**src/rtl/mrt_pkg.sv**
```systemverilog
package mrt_pkg;

    localparam int HOLD_CODE_W  = 3;
    localparam int SETUP_CODE_W = 1;

    typedef enum logic [1:0] {
        SQ_IDLE  = 2'd0,
        SQ_SETUP = 2'd1,
        SQ_HOLD  = 2'd2,
        SQ_AREF  = 2'd3
    } seq_state_e;

endpackage

```
**src/rtl/mrt_interval.sv**
```systemverilog
module mrt_interval #(
    parameter int CNT_W = 11
) (
    input  logic             clk,
    input  logic             rst_n,
    input  logic             run,
    input  logic             load,
    input  logic [CNT_W-1:0] start_val,
    output logic             expire,
    output logic [CNT_W:0]   cnt_o
);
    localparam logic [CNT_W:0] TERM = {1'b1, {CNT_W{1'b0}}};

    logic [CNT_W:0] cnt_d, cnt_q;

    always_comb begin
        cnt_d  = cnt_q;
        expire = run && (cnt_q == TERM);
        if (load) begin
            cnt_d = {1'b0, start_val};
        end else if (run) begin
            if (expire) begin
                cnt_d = {1'b0, start_val};
            end else begin
                cnt_d = cnt_q + 1'b1;
            end
        end
    end

    always_ff @(posedge clk or negedge rst_n) begin
        if (!rst_n) begin
            cnt_q <= '0;
        end else begin
            cnt_q <= cnt_d;
        end
    end

    assign cnt_o = cnt_q;
endmodule

```
**src/rtl/mrt_strobe_seq.sv**
```systemverilog
module mrt_strobe_seq
    import mrt_pkg::*;
#(
    parameter int HOLD_LIMIT = 4
) (
    input  logic                    clk,
    input  logic                    rst_n,
    input  logic                    start,
    input  logic                    sdram,
    input  logic [SETUP_CODE_W-1:0] setup_code,
    input  logic [HOLD_CODE_W-1:0]  hold_code,
    output logic                    idle,
    output logic                    cas,
    output logic                    ras,
    output logic                    aref
);
    localparam int TMR_W = $clog2(HOLD_LIMIT + 2);
    localparam logic [HOLD_CODE_W-1:0] HOLD_CAP = HOLD_CODE_W'(HOLD_LIMIT);

    typedef struct packed {
        seq_state_e       st;
        logic [TMR_W-1:0] tmr;
    } seq_reg_t;

    seq_reg_t seq_d, seq_q;
    logic [TMR_W-1:0] setup_len;
    logic [TMR_W-1:0] hold_len;

    always_comb begin
        setup_len = TMR_W'(setup_code);
        hold_len  = (hold_code > HOLD_CAP) ? TMR_W'(HOLD_CAP) : TMR_W'(hold_code);

        seq_d = seq_q;
        case (seq_q.st)
            SQ_IDLE: begin
                if (start) begin
                    if (sdram) begin
                        seq_d.st = SQ_AREF;
                    end else begin
                        seq_d.st  = SQ_SETUP;
                        seq_d.tmr = setup_len;
                    end
                end
            end
            SQ_SETUP: begin
                if (seq_q.tmr == '0) begin
                    seq_d.st  = SQ_HOLD;
                    seq_d.tmr = hold_len;
                end else begin
                    seq_d.tmr = seq_q.tmr - 1'b1;
                end
            end
            SQ_HOLD: begin
                if (seq_q.tmr == '0) begin
                    seq_d.st = SQ_IDLE;
                end else begin
                    seq_d.tmr = seq_q.tmr - 1'b1;
                end
            end
            SQ_AREF: begin
                seq_d.st = SQ_IDLE;
            end
            default: begin
                seq_d.st = SQ_IDLE;
            end
        endcase
    end

    always_ff @(posedge clk or negedge rst_n) begin
        if (!rst_n) begin
            seq_q <= '{st: SQ_IDLE, tmr: '0};
        end else begin
            seq_q <= seq_d;
        end
    end

    assign idle = (seq_q.st == SQ_IDLE);
    assign cas  = (seq_q.st == SQ_SETUP) || (seq_q.st == SQ_HOLD);
    assign ras  = (seq_q.st == SQ_HOLD);
    assign aref = (seq_q.st == SQ_AREF);
endmodule

```
**src/rtl/mem_refresh_timer.sv**
```systemverilog
module mem_refresh_timer
    import mrt_pkg::*;
#(
    parameter int CNT_W      = 11,
    parameter int HOLD_LIMIT = 4
) (
    input  logic                    clk,
    input  logic                    rst_n,
    input  logic                    cfg_wr,
    input  logic [CNT_W-1:0]        cfg_count,
    input  logic                    cfg_en,
    input  logic [HOLD_CODE_W-1:0]  cfg_hold,
    input  logic [SETUP_CODE_W-1:0] cfg_setup,
    input  logic                    mem_sdram,
    input  logic                    ref_gnt,
    output logic                    ref_req,
    output logic                    dram_cas,
    output logic                    dram_ras,
    output logic                    sdram_aref
);
    typedef struct packed {
        logic [CNT_W-1:0]        count;
        logic                    en;
        logic [HOLD_CODE_W-1:0]  hold;
        logic [SETUP_CODE_W-1:0] setup;
        logic                    req;
    } ctl_reg_t;

    ctl_reg_t ctl_d, ctl_q;

    logic             expire;
    logic             seq_idle;
    logic             grant_take;
    logic [CNT_W-1:0] start_val;
    logic [CNT_W:0]   cnt_w;

    always_comb begin
        start_val  = cfg_wr ? cfg_count : ctl_q.count;
        grant_take = ctl_q.req && ref_gnt && seq_idle;

        ctl_d = ctl_q;
        if (cfg_wr) begin
            ctl_d.count = cfg_count;
            ctl_d.en    = cfg_en;
            ctl_d.hold  = cfg_hold;
            ctl_d.setup = cfg_setup;
        end
        if (grant_take) begin
            ctl_d.req = 1'b0;
        end
        if (expire) begin
            ctl_d.req = 1'b1;
        end
        if (cfg_wr && !cfg_en) begin
            ctl_d.req = 1'b0;
        end
    end

    always_ff @(posedge clk or negedge rst_n) begin
        if (!rst_n) begin
            ctl_q <= '0;
        end else begin
            ctl_q <= ctl_d;
        end
    end

    mrt_interval #(
        .CNT_W (CNT_W)
    ) u_interval (
        .clk       (clk),
        .rst_n     (rst_n),
        .run       (ctl_q.en),
        .load      (cfg_wr),
        .start_val (start_val),
        .expire    (expire),
        .cnt_o     (cnt_w)
    );

    mrt_strobe_seq #(
        .HOLD_LIMIT (HOLD_LIMIT)
    ) u_seq (
        .clk        (clk),
        .rst_n      (rst_n),
        .start      (grant_take),
        .sdram      (mem_sdram),
        .setup_code (ctl_q.setup),
        .hold_code  (ctl_q.hold),
        .idle       (seq_idle),
        .cas        (dram_cas),
        .ras        (dram_ras),
        .aref       (sdram_aref)
    );

    assign ref_req = ctl_q.req;
endmodule

```
**config.mk**
```make
export PLATFORM = sky130hd
export DESIGN_NAME = mem_refresh_timer
export DESIGN_NICKNAME = d
export VERILOG_FILES = /design/src/rtl/mrt_pkg.sv /design/src/rtl/mrt_interval.sv /design/src/rtl/mrt_strobe_seq.sv /design/src/rtl/mem_refresh_timer.sv
export SDC_FILE = /design/constraint.sdc
export NUM_CORES = 1
export LEC_CHECK = 0
export ABC_AREA = 1
export BUFFER_PORTS_ARGS = -buffer_cell sky130_fd_sc_hd__buf_2
export CAP_MARGIN = 20
export CORE_UTILIZATION = 25
export DETAILED_ROUTE_END_ITERATION = 10
export GPL_ROUTABILITY_DRIVEN = 0
export SLEW_MARGIN = 20
export SYNTH_ARGS = -nofsm -noshare
export SYNTH_HDL_FRONTEND = slang
export SYNTH_SLANG_ARGS = --single-unit
```
**constraint.sdc**
```tcl
create_clock -name clk -period 4 [get_ports clk]
set_input_delay 0.4 -clock clk [delete_from_list [all_inputs] [get_ports clk]]
set_output_delay 0.4 -clock clk [all_outputs]
set_load 0.005 [all_outputs]
```
==> impl_metrics.env <==
export IMPL_status="finished, final reports clean"
export IMPL_die_h_um=89.3
export IMPL_grt_pass1_vias=1556
export IMPL_finalCritPeriodShare=0.433
export IMPL_synth_top_cells_by_area="dfrtp_1, nand2_1, ha_1"
export IMPL_syn_num_nets=284
export IMPL_ys_seq_area_frac=0.446
export IMPL_cellLeakagePower_nw=1.14
export IMPL_cts_tree="built"
export IMPL_avgSynthCellArea_um2=7.50
export IMPL_powerDensity_mw_per_mm2=496
export IMPL_cts_root_buf="clkbuf_8"
export IMPL_stdcell_count=379
export IMPL_rows=31
export IMPL_drive_gt1_frac=0.143
export IMPL_grt_overflow=0
export IMPL_path_class="flop to flop"
export IMPL_port_buffers=24
export IMPL_htreeDepth=2
export IMPL_dieArea_mm2=0.00798
export IMPL_drv_slew=0
export IMPL_worst_pin_slew_ns=0.762
export IMPL_synth_top_family_by_area="simple AND/OR/NAND/NOR gates"
export IMPL_synth_top_cell_by_area="dfrtp_1"
export IMPL_utilization=0.304
export IMPL_max_freq_ghz=0.578
export IMPL_worstPathRequired_ns=4.17
export IMPL_hpwl_mm=3.07
export IMPL_fin_tns_setup_ns=0
export IMPL_syn_to_final_growth_pct=16.3
export IMPL_netlist_area_mm2=0.00191
export IMPL_critPathArrivalTime_ns=1.90
export IMPL_start_kind="flop"
export IMPL_synthXorXnorAreaFrac=0.0230
export IMPL_r2r_slack_ns=2.27
export IMPL_ys_warn_count=0
export IMPL_place_area_mm2=0.00211
export IMPL_r2r_end="u_interval.cnt_o[2]"
export IMPL_n_antenna_cell=0
export IMPL_finalInstanceArea_mm2=0.00222
export IMPL_clk_pin_slew_ns=0.07
export IMPL_syn_inst=254
export IMPL_synth_compound_area_frac=0.0689
export IMPL_synthAdderAreaFrac=0.0591
export IMPL_clock_latency_ns=0.28
export IMPL_clock_skew_ns=0.00246
export IMPL_start_util=0.261
export IMPL_via_per_inst=4.24
export IMPL_end_kind="flop"
export IMPL_initialDrtViolationCount=63
export IMPL_drcViolationCount=0
export IMPL_pre_cts_ws_ns=1.97
export IMPL_cts_path_max_buffers=2
export IMPL_synth_top_cell_area_share=0.446
export IMPL_nNetsFinal=309
export IMPL_maxCapViolCount=0
export IMPL_timing_final_ws_setup_ns=2.27
export IMPL_drt_wl_total_mm=4.01
export IMPL_routedWlPerCell_um=10.6
export IMPL_finalHoldWorstSlack_ns=0.174
export IMPL_drt_first_pass_iters=4
export IMPL_seq_area_um2=851
export IMPL_rsz0062_at_grt="false"
export IMPL_grt_start_max_net_pins=35
export IMPL_globalRouteTotalUtil=0.116
export IMPL_hold_path_class="input pin to async pin"
export IMPL_vias=1606
export IMPL_period_minus_slack_ns=1.73
export IMPL_finalSetupViolations=0
export IMPL_r2r_start="ctl_q[5]"
export IMPL_nFillCells=828
export IMPL_core_mm2=0.00729
export IMPL_power_mw=1.10
export IMPL_multi_input_area_um2=906
export IMPL_reg2reg_depth=6
export IMPL_synth_edf_count=0
export IMPL_ant_nets=0
export IMPL_yosysMostFrequentCell="nand2_1"
export IMPL_cp_max_fo=11
export IMPL_post_cts_setup_buffers=0
export IMPL_fp_dieW_um=89.3
export IMPL_ys_types=24
export IMPL_ys_seq_elements=34
export IMPL_synth_ff_type="dfrtp_1"
export IMPL_relSlewSlack=0.492
export IMPL_postCtsResizedCells=0
export IMPL_grt_pass1_wl_mm=7.02
export IMPL_dp_cells=371
export IMPL_clock_sinks=34
export IMPL_synth_simple_area_share=0.324
export IMPL_max_vdd_ir_drop_v=0.000127
export IMPL_hold_viol_final=0
export IMPL_ios=25
export IMPL_async_reset_ff_frac=1.00
export IMPL_antenna_found_initial=0
export IMPL_muxShareOfSynthArea=0
export IMPL_synth_top_cells_by_count="nand2_1, dfrtp_1, inv_1, nor2_1, o21ai_0"
export IMPL_ctsHoldBuffers=0
export IMPL_cts_buffers=5
kinds of logic (layout without fill, tap and decap cells):
kind of cell             Yosys count  after routing
buffers and inverters             34             60
AO/OA/AOI/OAI                     25             25
flip-flops                        34             34
adder cells (fa/ha/maj)            9              9
XOR/XNOR                           5              5
AND/OR/NAND/NOR                  147            147
placed cells by master, fill, tap and decap left out:
cell,instances
buf_2,24
o21ai_0,14
o32ai_1,1
ha_1,9
nor3_2,1
nand2_4,1
clkbuf_8,8
a21oi_1,9
nand2_2,1
nand4_1,4
nor2_1,24
xor2_1,3
nand3b_1,1
nand3_2,2
dfrtp_1,34
nor2_2,3
nand2_1,97
inv_1,28
xnor2_1,2
a21o_1,1
nor3_1,1
nand3_1,12
area by class of cell:
type | instances | share of cell area
clock buffers | 8 | 0.0497
inverters | 28 | 0.0474
multi-input cells | 186 | 0.409
flip-flops and latches | 34 | 0.384
well taps | 99 | 0.0559
repair buffers | 24 | 0.0542
power by group:
group	switching [mW]	internal (mW)	leakage [nW]	total [mW]
clock	0.119	0.174	0.0575	0.293
sequential	0.0469	0.398	0.417	0.445
combinational	0.223	0.138	0.668	0.362
total	0.390	0.710	1.14	1.10
sequential cells by signal (all words and copies together), names as in the netlist:
signal	flops
ref_req	1
ctl_q	16
u_seq.seq_q	5
u_interval.cnt_o	12
worst max-delay path, stage by stage, from the launching register on:
cell     delay (ns)
dfrtp_1        0.40
nor2_1         0.56
inv_1          0.23
a21oi_1        0.18
a21oi_1        0.05
o21ai_0        0.14
nand2_1        0.06
metal layers:
layer  GRT usage  vias up  wire length, µm
met5           0        -                0
met4      0.0303        0               35
met3      0.0360        4              168
met2       0.188       25             1860
met1       0.150      736             1940
li1            -      841                -
how the worst max path moves through the flow:
stage	from	end	slack, ns
2_1_floorplan	u_interval.cnt_o[0]	u_interval.cnt_o[4]	2.60
3_3_place_gp	cfg_wr	u_interval.cnt_o[2]	2.08
3_5_place_dp	cfg_wr	u_interval.cnt_o[2]	1.97
4_1_cts	ctl_q[5]	u_interval.cnt_o[2]	2.25
5_1_grt	ctl_q[5]	u_interval.cnt_o[2]	2.01
6_report	ctl_q[5]	u_interval.cnt_o[2]	2.27
Note: power is estimated with default switching activity, not from simulation.
